<file path="config.mk">
export PLATFORM = sky130hd
export DESIGN_NAME = lbs_seq
export DESIGN_NICKNAME = d
export VERILOG_FILES = /design/src/rtl/lbs_pkg.sv /design/src/rtl/lbs_addr.sv /design/src/rtl/lbs_limits.sv /design/src/rtl/lbs_ctrl.sv /design/src/rtl/lbs_seq.sv
export SDC_FILE = /design/constraint.sdc
export NUM_CORES = 1
export LEC_CHECK = 0
export BUFFER_PORTS_ARGS = -buffer_cell sky130_fd_sc_hd__buf_2
export CORE_ASPECT_RATIO = 2
export CORE_MARGIN = 5
export CORE_UTILIZATION = 30
export CTS_BUF_LIST = sky130_fd_sc_hd__clkbuf_16
export CTS_CLUSTER_SIZE = 10
export DETAILED_ROUTE_END_ITERATION = 7
export SETUP_SLACK_MARGIN = 0.4
export SLEW_MARGIN = 10
export SYNTH_ARGS = -nofsm -noshare
export SYNTH_HDL_FRONTEND = slang
export SYNTH_HIERARCHICAL = 1
export SYNTH_SLANG_ARGS = --single-unit
</file>
<file path="constraint.sdc">
create_clock -name clk -period 3.8 [get_ports clk]
set_input_delay 0.76 -clock clk [delete_from_list [all_inputs] [get_ports clk]]
set_output_delay 0.76 -clock clk [all_outputs]
set_load 0.02 [all_outputs]
</file>
<file path="src/rtl/lbs_pkg.sv">
package lbs_pkg;

    localparam int WA_W  = 30;
    localparam int IDX_W = 4;

    typedef enum logic [2:0] {
        ST_IDLE,
        ST_REQ,
        ST_ADDR,
        ST_DATA,
        ST_DONE
    } lbs_state_e;

    typedef struct packed {
        logic plain;
        logic burst;
    } lbs_resp_t;

    function automatic logic code_legal(input logic [2:0] code);
        return (code == 3'd1) || (code == 3'd2) || (code == 3'd4);
    endfunction

    // word-index field mask for a legal code; zero for reserved codes
    function automatic logic [IDX_W-1:0] idx_mask(input logic [2:0] code);
        logic [IDX_W-1:0] m;
        case (code)
            3'd1:    m = 4'b0011;
            3'd2:    m = 4'b0111;
            3'd4:    m = 4'b1111;
            default: m = 4'b0000;
        endcase
        return m;
    endfunction

    function automatic logic start_aligned(input logic [WA_W-1:0] wa,
                                           input logic [2:0] code);
        return (wa[IDX_W-1:0] & idx_mask(code)) == '0;
    endfunction

endpackage

</file>
<file path="src/rtl/lbs_addr.sv">
module lbs_addr
    import lbs_pkg::*;
(
    input  logic             clk,
    input  logic             rst,
    input  logic             load,
    input  logic [WA_W-1:0]  load_addr,
    input  logic [2:0]       load_code,
    input  logic             adv,
    output logic [WA_W-1:0]  addr,
    output logic [IDX_W-1:0] mask,
    output logic             blk_end
);
    logic [WA_W-1:0]  addr_q;
    logic [IDX_W-1:0] mask_q;

    always_ff @(posedge clk) begin
        if (rst) begin
            addr_q <= '0;
            mask_q <= '0;
        end else if (load) begin
            addr_q <= load_addr;
            mask_q <= idx_mask(load_code);
        end else if (adv) begin
            addr_q <= addr_q + 1'b1;
        end
    end

    assign addr    = addr_q;
    assign mask    = mask_q;
    assign blk_end = (addr_q[IDX_W-1:0] & mask_q) == mask_q;


    upper_stable_chk: assert property (@(posedge clk) disable iff (rst)
        (adv && !blk_end && !load) |=>
        ((addr_q & ~{{(WA_W-IDX_W){1'b0}}, mask_q}) ==
         ($past(addr_q) & ~{{(WA_W-IDX_W){1'b0}}, mask_q})));


    step_one_chk: assert property (@(posedge clk) disable iff (rst)
        (adv && !load) |=> (addr_q == $past(addr_q) + 1'b1));

endmodule

</file>
<file path="src/rtl/lbs_limits.sv">
module lbs_limits #(
    parameter int CNT_W = 8,
    parameter int CYC_W = 8,
    parameter int BAT_W = 12
) (
    input  logic             clk,
    input  logic             rst,
    input  logic             run_load,
    input  logic [CNT_W-1:0] words_in,
    input  logic             gnt_load,
    input  logic [CYC_W-1:0] cyc_in,
    input  logic [BAT_W-1:0] bat_in,
    input  logic             on_bus,
    input  logic             beat,
    input  logic             data_last,
    output logic             stop
);
    logic [CNT_W-1:0] rem_q;
    logic [CYC_W-1:0] cyc_q;
    logic [BAT_W-1:0] bat_q;

    always_ff @(posedge clk) begin
        if (rst) begin
            rem_q <= '0;
        end else if (run_load) begin
            rem_q <= words_in;
        end else if (beat && rem_q != '0) begin
            rem_q <= rem_q - 1'b1;
        end
    end

    always_ff @(posedge clk) begin
        if (rst) begin
            cyc_q <= '0;
            bat_q <= '0;
        end else if (gnt_load) begin
            cyc_q <= cyc_in;
            bat_q <= bat_in;
        end else begin
            if (beat && cyc_q != '0) cyc_q <= cyc_q - 1'b1;
            if (on_bus && bat_q != '0) bat_q <= bat_q - 1'b1;
        end
    end

    logic words_end, cyc_end, bat_end;
    assign words_end = (rem_q == CNT_W'(1));
    assign cyc_end   = (cyc_q <= CYC_W'(1));
    assign bat_end   = (bat_q == '0);
    assign stop      = words_end || data_last || cyc_end || bat_end;


    no_underrun_chk: assert property (@(posedge clk) disable iff (rst)
        beat |-> (rem_q != '0));

endmodule

</file>
<file path="src/rtl/lbs_ctrl.sv">
module lbs_ctrl
    import lbs_pkg::*;
(
    input  logic       clk,
    input  logic       rst,
    input  logic       start,
    input  logic       burst_ok,
    input  logic       bus_gnt,
    input  lbs_resp_t  resp,
    input  logic       blk_end,
    input  logic       stop,
    output lbs_state_e state,
    output logic       run_load,
    output logic       gnt_load,
    output logic       beat,
    output logic       on_bus,
    output logic       ads,
    output logic       blast,
    output logic       req,
    output logic       done
);
    lbs_state_e st_q, st_d;
    logic       bm_q;

    assign beat  = (st_q == ST_DATA) && (resp.plain || resp.burst);
    assign blast = (st_q == ST_DATA) && (!bm_q || blk_end || stop);

    always_comb begin
        st_d = st_q;
        case (st_q)
            ST_IDLE: if (start) st_d = ST_REQ;
            ST_REQ:  if (bus_gnt) st_d = ST_ADDR;
            ST_ADDR: st_d = ST_DATA;
            ST_DATA: begin
                if (beat) begin
                    if (blast && stop)  st_d = ST_DONE;
                    else if (blast)     st_d = ST_ADDR;
                    else if (resp.plain) st_d = ST_ADDR;
                    else                st_d = ST_DATA;
                end
            end
            ST_DONE: st_d = ST_IDLE;
            default: st_d = ST_IDLE;
        endcase
    end

    always_ff @(posedge clk) begin
        if (rst) begin
            st_q <= ST_IDLE;
            bm_q <= 1'b0;
        end else begin
            st_q <= st_d;
            if (st_q == ST_IDLE && start) bm_q <= burst_ok;
        end
    end

    assign state    = st_q;
    assign run_load = (st_q == ST_IDLE) && start;
    assign gnt_load = (st_q == ST_REQ) && bus_gnt;
    assign on_bus   = (st_q == ST_ADDR) || (st_q == ST_DATA);
    assign ads      = (st_q == ST_ADDR);
    assign req      = (st_q == ST_REQ) || on_bus;
    assign done     = (st_q == ST_DONE);


    strobe_once_chk: assert property (@(posedge clk) disable iff (rst)
        ads |=> (!ads && st_q == ST_DATA));


    burst_hold_chk: assert property (@(posedge clk) disable iff (rst)
        (beat && !resp.plain && !blast) |=> !ads);

endmodule

</file>
<file path="src/rtl/lbs_seq.sv">
module lbs_seq
    import lbs_pkg::*;
#(
    parameter int CNT_W = 8,
    parameter int CYC_W = 8,
    parameter int BAT_W = 12
) (
    input  logic             clk,
    input  logic             rst,
    input  logic             run_start,
    input  logic [29:0]      run_waddr,
    input  logic [CNT_W-1:0] run_words,
    input  logic [2:0]       burst_code,
    input  logic [CYC_W-1:0] cyc_budget,
    input  logic [BAT_W-1:0] occ_limit,
    input  logic             data_last,
    output logic             bus_req,
    input  logic             bus_gnt,
    output logic             adr_strobe,
    output logic [29:0]      bus_addr,
    input  logic             burst_rdy,
    input  logic             plain_rdy,
    output logic             last_xfer,
    output logic             run_done
);
    lbs_state_e       state;
    lbs_resp_t        resp;
    logic             start_ok, burst_ok;
    logic             run_load, gnt_load, beat, on_bus;
    logic             blk_end, stop;
    logic [IDX_W-1:0] mask;

    assign resp.plain = plain_rdy;
    assign resp.burst = burst_rdy;
    assign start_ok   = run_start && (run_words != '0);
    assign burst_ok   = code_legal(burst_code) && start_aligned(run_waddr, burst_code);

    lbs_ctrl u_ctrl (
        .clk      (clk),
        .rst      (rst),
        .start    (start_ok),
        .burst_ok (burst_ok),
        .bus_gnt  (bus_gnt),
        .resp     (resp),
        .blk_end  (blk_end),
        .stop     (stop),
        .state    (state),
        .run_load (run_load),
        .gnt_load (gnt_load),
        .beat     (beat),
        .on_bus   (on_bus),
        .ads      (adr_strobe),
        .blast    (last_xfer),
        .req      (bus_req),
        .done     (run_done)
    );

    lbs_addr u_addr (
        .clk       (clk),
        .rst       (rst),
        .load      (run_load),
        .load_addr (run_waddr),
        .load_code (burst_code),
        .adv       (beat),
        .addr      (bus_addr),
        .mask      (mask),
        .blk_end   (blk_end)
    );

    lbs_limits #(
        .CNT_W (CNT_W),
        .CYC_W (CYC_W),
        .BAT_W (BAT_W)
    ) u_limits (
        .clk       (clk),
        .rst       (rst),
        .run_load  (run_load),
        .words_in  (run_words),
        .gnt_load  (gnt_load),
        .cyc_in    (cyc_budget),
        .bat_in    (occ_limit),
        .on_bus    (on_bus),
        .beat      (beat),
        .data_last (data_last),
        .stop      (stop)
    );


    reserved_single_chk: assert property (@(posedge clk) disable iff (rst)
        (state == ST_DATA && mask == '0) |-> last_xfer);


    fallback_strobe_chk: assert property (@(posedge clk) disable iff (rst)
        (state == ST_DATA && plain_rdy && !last_xfer) |=> adr_strobe);


    release_chk: assert property (@(posedge clk) disable iff (rst)
        (state == ST_DATA && last_xfer && stop && (plain_rdy || burst_rdy))
        |=> (run_done && !bus_req));


    done_free_chk: assert property (@(posedge clk) disable iff (rst)
        run_done |-> (!bus_req && !adr_strobe));

endmodule

</file>
==> metrics.yaml <==
place:
  gp_congestion: 0.8683
  port_buffers: 101
  place_hpwl_um: 9563
  placed_cell_area_um2: 4732
timing:
  clock_skew_ns: 0.008075
  slew_viol_final: 0
  relSlewSlack_pct: 42.35
  tightest_slew_ns: 0.8569
  rsz0062_at_grt: "false"
  finalCritPeriodShare_pct: 82.93
  setup_viol: 0
  fin_tns_setup_ns: 0
  max_freq_ghz: 0.3173
  min_period_ns: 3.151
  hold_viol: 0
  holdWs_ns: 0.4692
run:
  max-cap-violations: 0
floorplanning:
  die-height_um: 175.1
  core_area_um2: 13440
  fp-row-count: 60
  io_pins: 102
  die_area_um2: 16210
  initial_utilization_pct: 30.43
  fp.dieW_um: 92.55
critical_path:
  cp_num_buf_inv: 2
  path_max_fanout: 4
  start_kind: "register"
  cpPeakStageDelay_ns: 0.55
  worst-setup-path-type: "reg2out"
  r2r_slack_ns: 1.27
  arrival_ns: 2.39
  cp_top_family: "simple AND/OR/NAND/NOR gates"
  required_ns: 3.04
  reg2reg_depth: 7
  critPathSlowestCell: "nor4b_1"
  r2r-start: "u_ctrl/state[0]$_SDFFE_PP0P_"
  startpoint: "u_limits/bat_q[0]$_SDFFE_PP0P_"
  critical_path.cell_chain: "inv_1 > ha_1 > nor4b_1 > nand3_1 > nand4b_1 > or3b_1 > and3_2 > buf_2"
  end_kind: "output port"
  cp.depth: 8
clock_network:
  clock-root-buffer: "clkbuf_16"
  numClockSinks: 65
  clk_path_buf_depth: 2
  clkTransAtPathRegs_ns: 0.05
  cts_tree: "yes"
  postCtsHoldBufs: 0
  cts_max_level: 3
  cts-resized-gates: 0
  clk_latency_ns: 0.33
  post_cts_buffers: 0
  numCtsBuffers: 9
synth:
  avgSynthCellArea_um2: 8.466
  syn-num-nets: 559
  synth_area_um2: 4089
  synthCells: 483
  yosysWarnings: 6
cells_and_area:
  nets: 654
  regArea_um2: 1301
  drive_above_1_share_pct: 27.66
  postLayoutCellArea_um2: 5017
  multi_input_area_um2: 2572
  nFillCells: 1382
  diodes: 0
  areaGrowthSynthToFinish_pct: 22.70
global_route:
  grt_overflow: 0
  grt_max_degree: 38
  grt_util_all_layers_pct: 15.15
  grt_pass1_vias: 3978
  grt_pass1_wl_um: 19460
  grt_antenna_before_repair: 0
route:
  drt_wl_total_um: 12350
  remaining_drc_errors: 0
  viasPerCell: 5.402
  antenna_left: 0
  vias: 3981
  wl_per_cell_um: 16.75
  drt-pass1-iter-count: 4
  drt_iter0_markers: 100
power_and_ir_drop:
  vdd_ir_drop_max_mv: 0.2087
  power_density_nw_per_um2: 433.6
  power.leakage_nw: 1.945
run_status:
  status: "complete, no violations"
hold_path:
  hold_depth: 2
  hold_class: "reg2reg"
  hp-start: "u_addr/mask[3]$_SDFFE_PP0P_"
==> final timing paths <==
kind | to
setup / recovery | last_xfer
hold / removal | u_addr/mask[3]$_SDFFE_PP0P_
setup reg to reg | u_addr/addr[25]$_SDFFE_PP0P_
hold reg to reg | u_addr/mask[3]$_SDFFE_PP0P_
==> layout make-up <==
type	instances	share of cell area [%]
Tap cell	155	3.865
Timing Repair Buffer	108	11.37
Clock buffer	9	4.489
Clock inverter	6	1.197
Multi-Input combinational cell	369	51.27
Inverter	25	1.870
Sequential cell	65	25.94
==> flip-flops by register name (all words and copies together), names as in the netlist <==
name            count
u_limits/bat_q     12
u_ctrl/bm_q         1
u_limits/cyc_q      8
u_ctrl/state        3
u_addr/addr        30
u_addr/mask         3
u_limits/rem_q      8
==> worst register-to-register path, stage by stage, from the launching register on <==
cell	delay (ns)
dfxtp_1	0.55
o211ai_1	0.16
nor2_1	0.35
buf_4	0.26
nand3_1	0.31
nor4_2	0.46
xnor2_1	0.13
a211oi_2	0.22
==> power breakdown <==
| part | leakage (nW) | total, mW | internal, mW | switching (mW) |
|---|---|---|---|---|
| registers | 0.535 | 0.853 | 0.753 | 0.101 |
| logic | 1.27 | 0.517 | 0.217 | 0.300 |
| clock network | 0.137 | 0.805 | 0.500 | 0.305 |
==> placed cells by master (no fill, tap or decap), types with 3 or more instances in the layout <==
| cell | instances |
|---|---|
| a211oi_1 | 27 |
| a211oi_2 | 5 |
| a21oi_1 | 26 |
| a221oi_1 | 4 |
| a311oi_1 | 5 |
| and2_1 | 3 |
| and3_1 | 7 |
| buf_2 | 101 |
| buf_4 | 6 |
| clkbuf_16 | 9 |
| clkinv_2 | 3 |
| dfxtp_1 | 65 |
| ha_1 | 8 |
| inv_1 | 23 |
| mux2i_1 | 10 |
| nand2_1 | 25 |
| nand3_1 | 14 |
| nand4_1 | 12 |
| nor2_1 | 62 |
| nor3_1 | 24 |
| nor3_2 | 3 |
| nor4_1 | 8 |
| nor4_2 | 11 |
| o2111ai_1 | 3 |
| o21ai_0 | 7 |
| o22ai_1 | 5 |
| or3_1 | 6 |
| xnor2_1 | 27 |
| xor2_1 | 13 |
==> through the flow <==
step / std cells / util, % / setup slack [ns] / total power [mW]
5_1_grt: 737 / 37.34 / 0.4247 / 2.297
4_1_cts: 737 / 37.34 / 0.6481 / 2.213
2_1_floorplan: 483 / - / 1.238 / 1.214
6_report: 737 / 37.34 / 0.6487 / 2.176
3_5_place_dp: 722 / 35.21 / 0.9140 / 1.385
3_3_place_gp: 722 / 35.21 / 0.9886 / 1.370
==> metal layers <==
metal	vias to the layer above	global-route usage, %	share of wire, %
met2	121	28.95	55
met3	22	2.930	4.9
met4	0	6.824	2.6
met5	-	0	0
li1	1979	-	-
met1	1859	15.40	38
(Power assumes the default switching activity.)
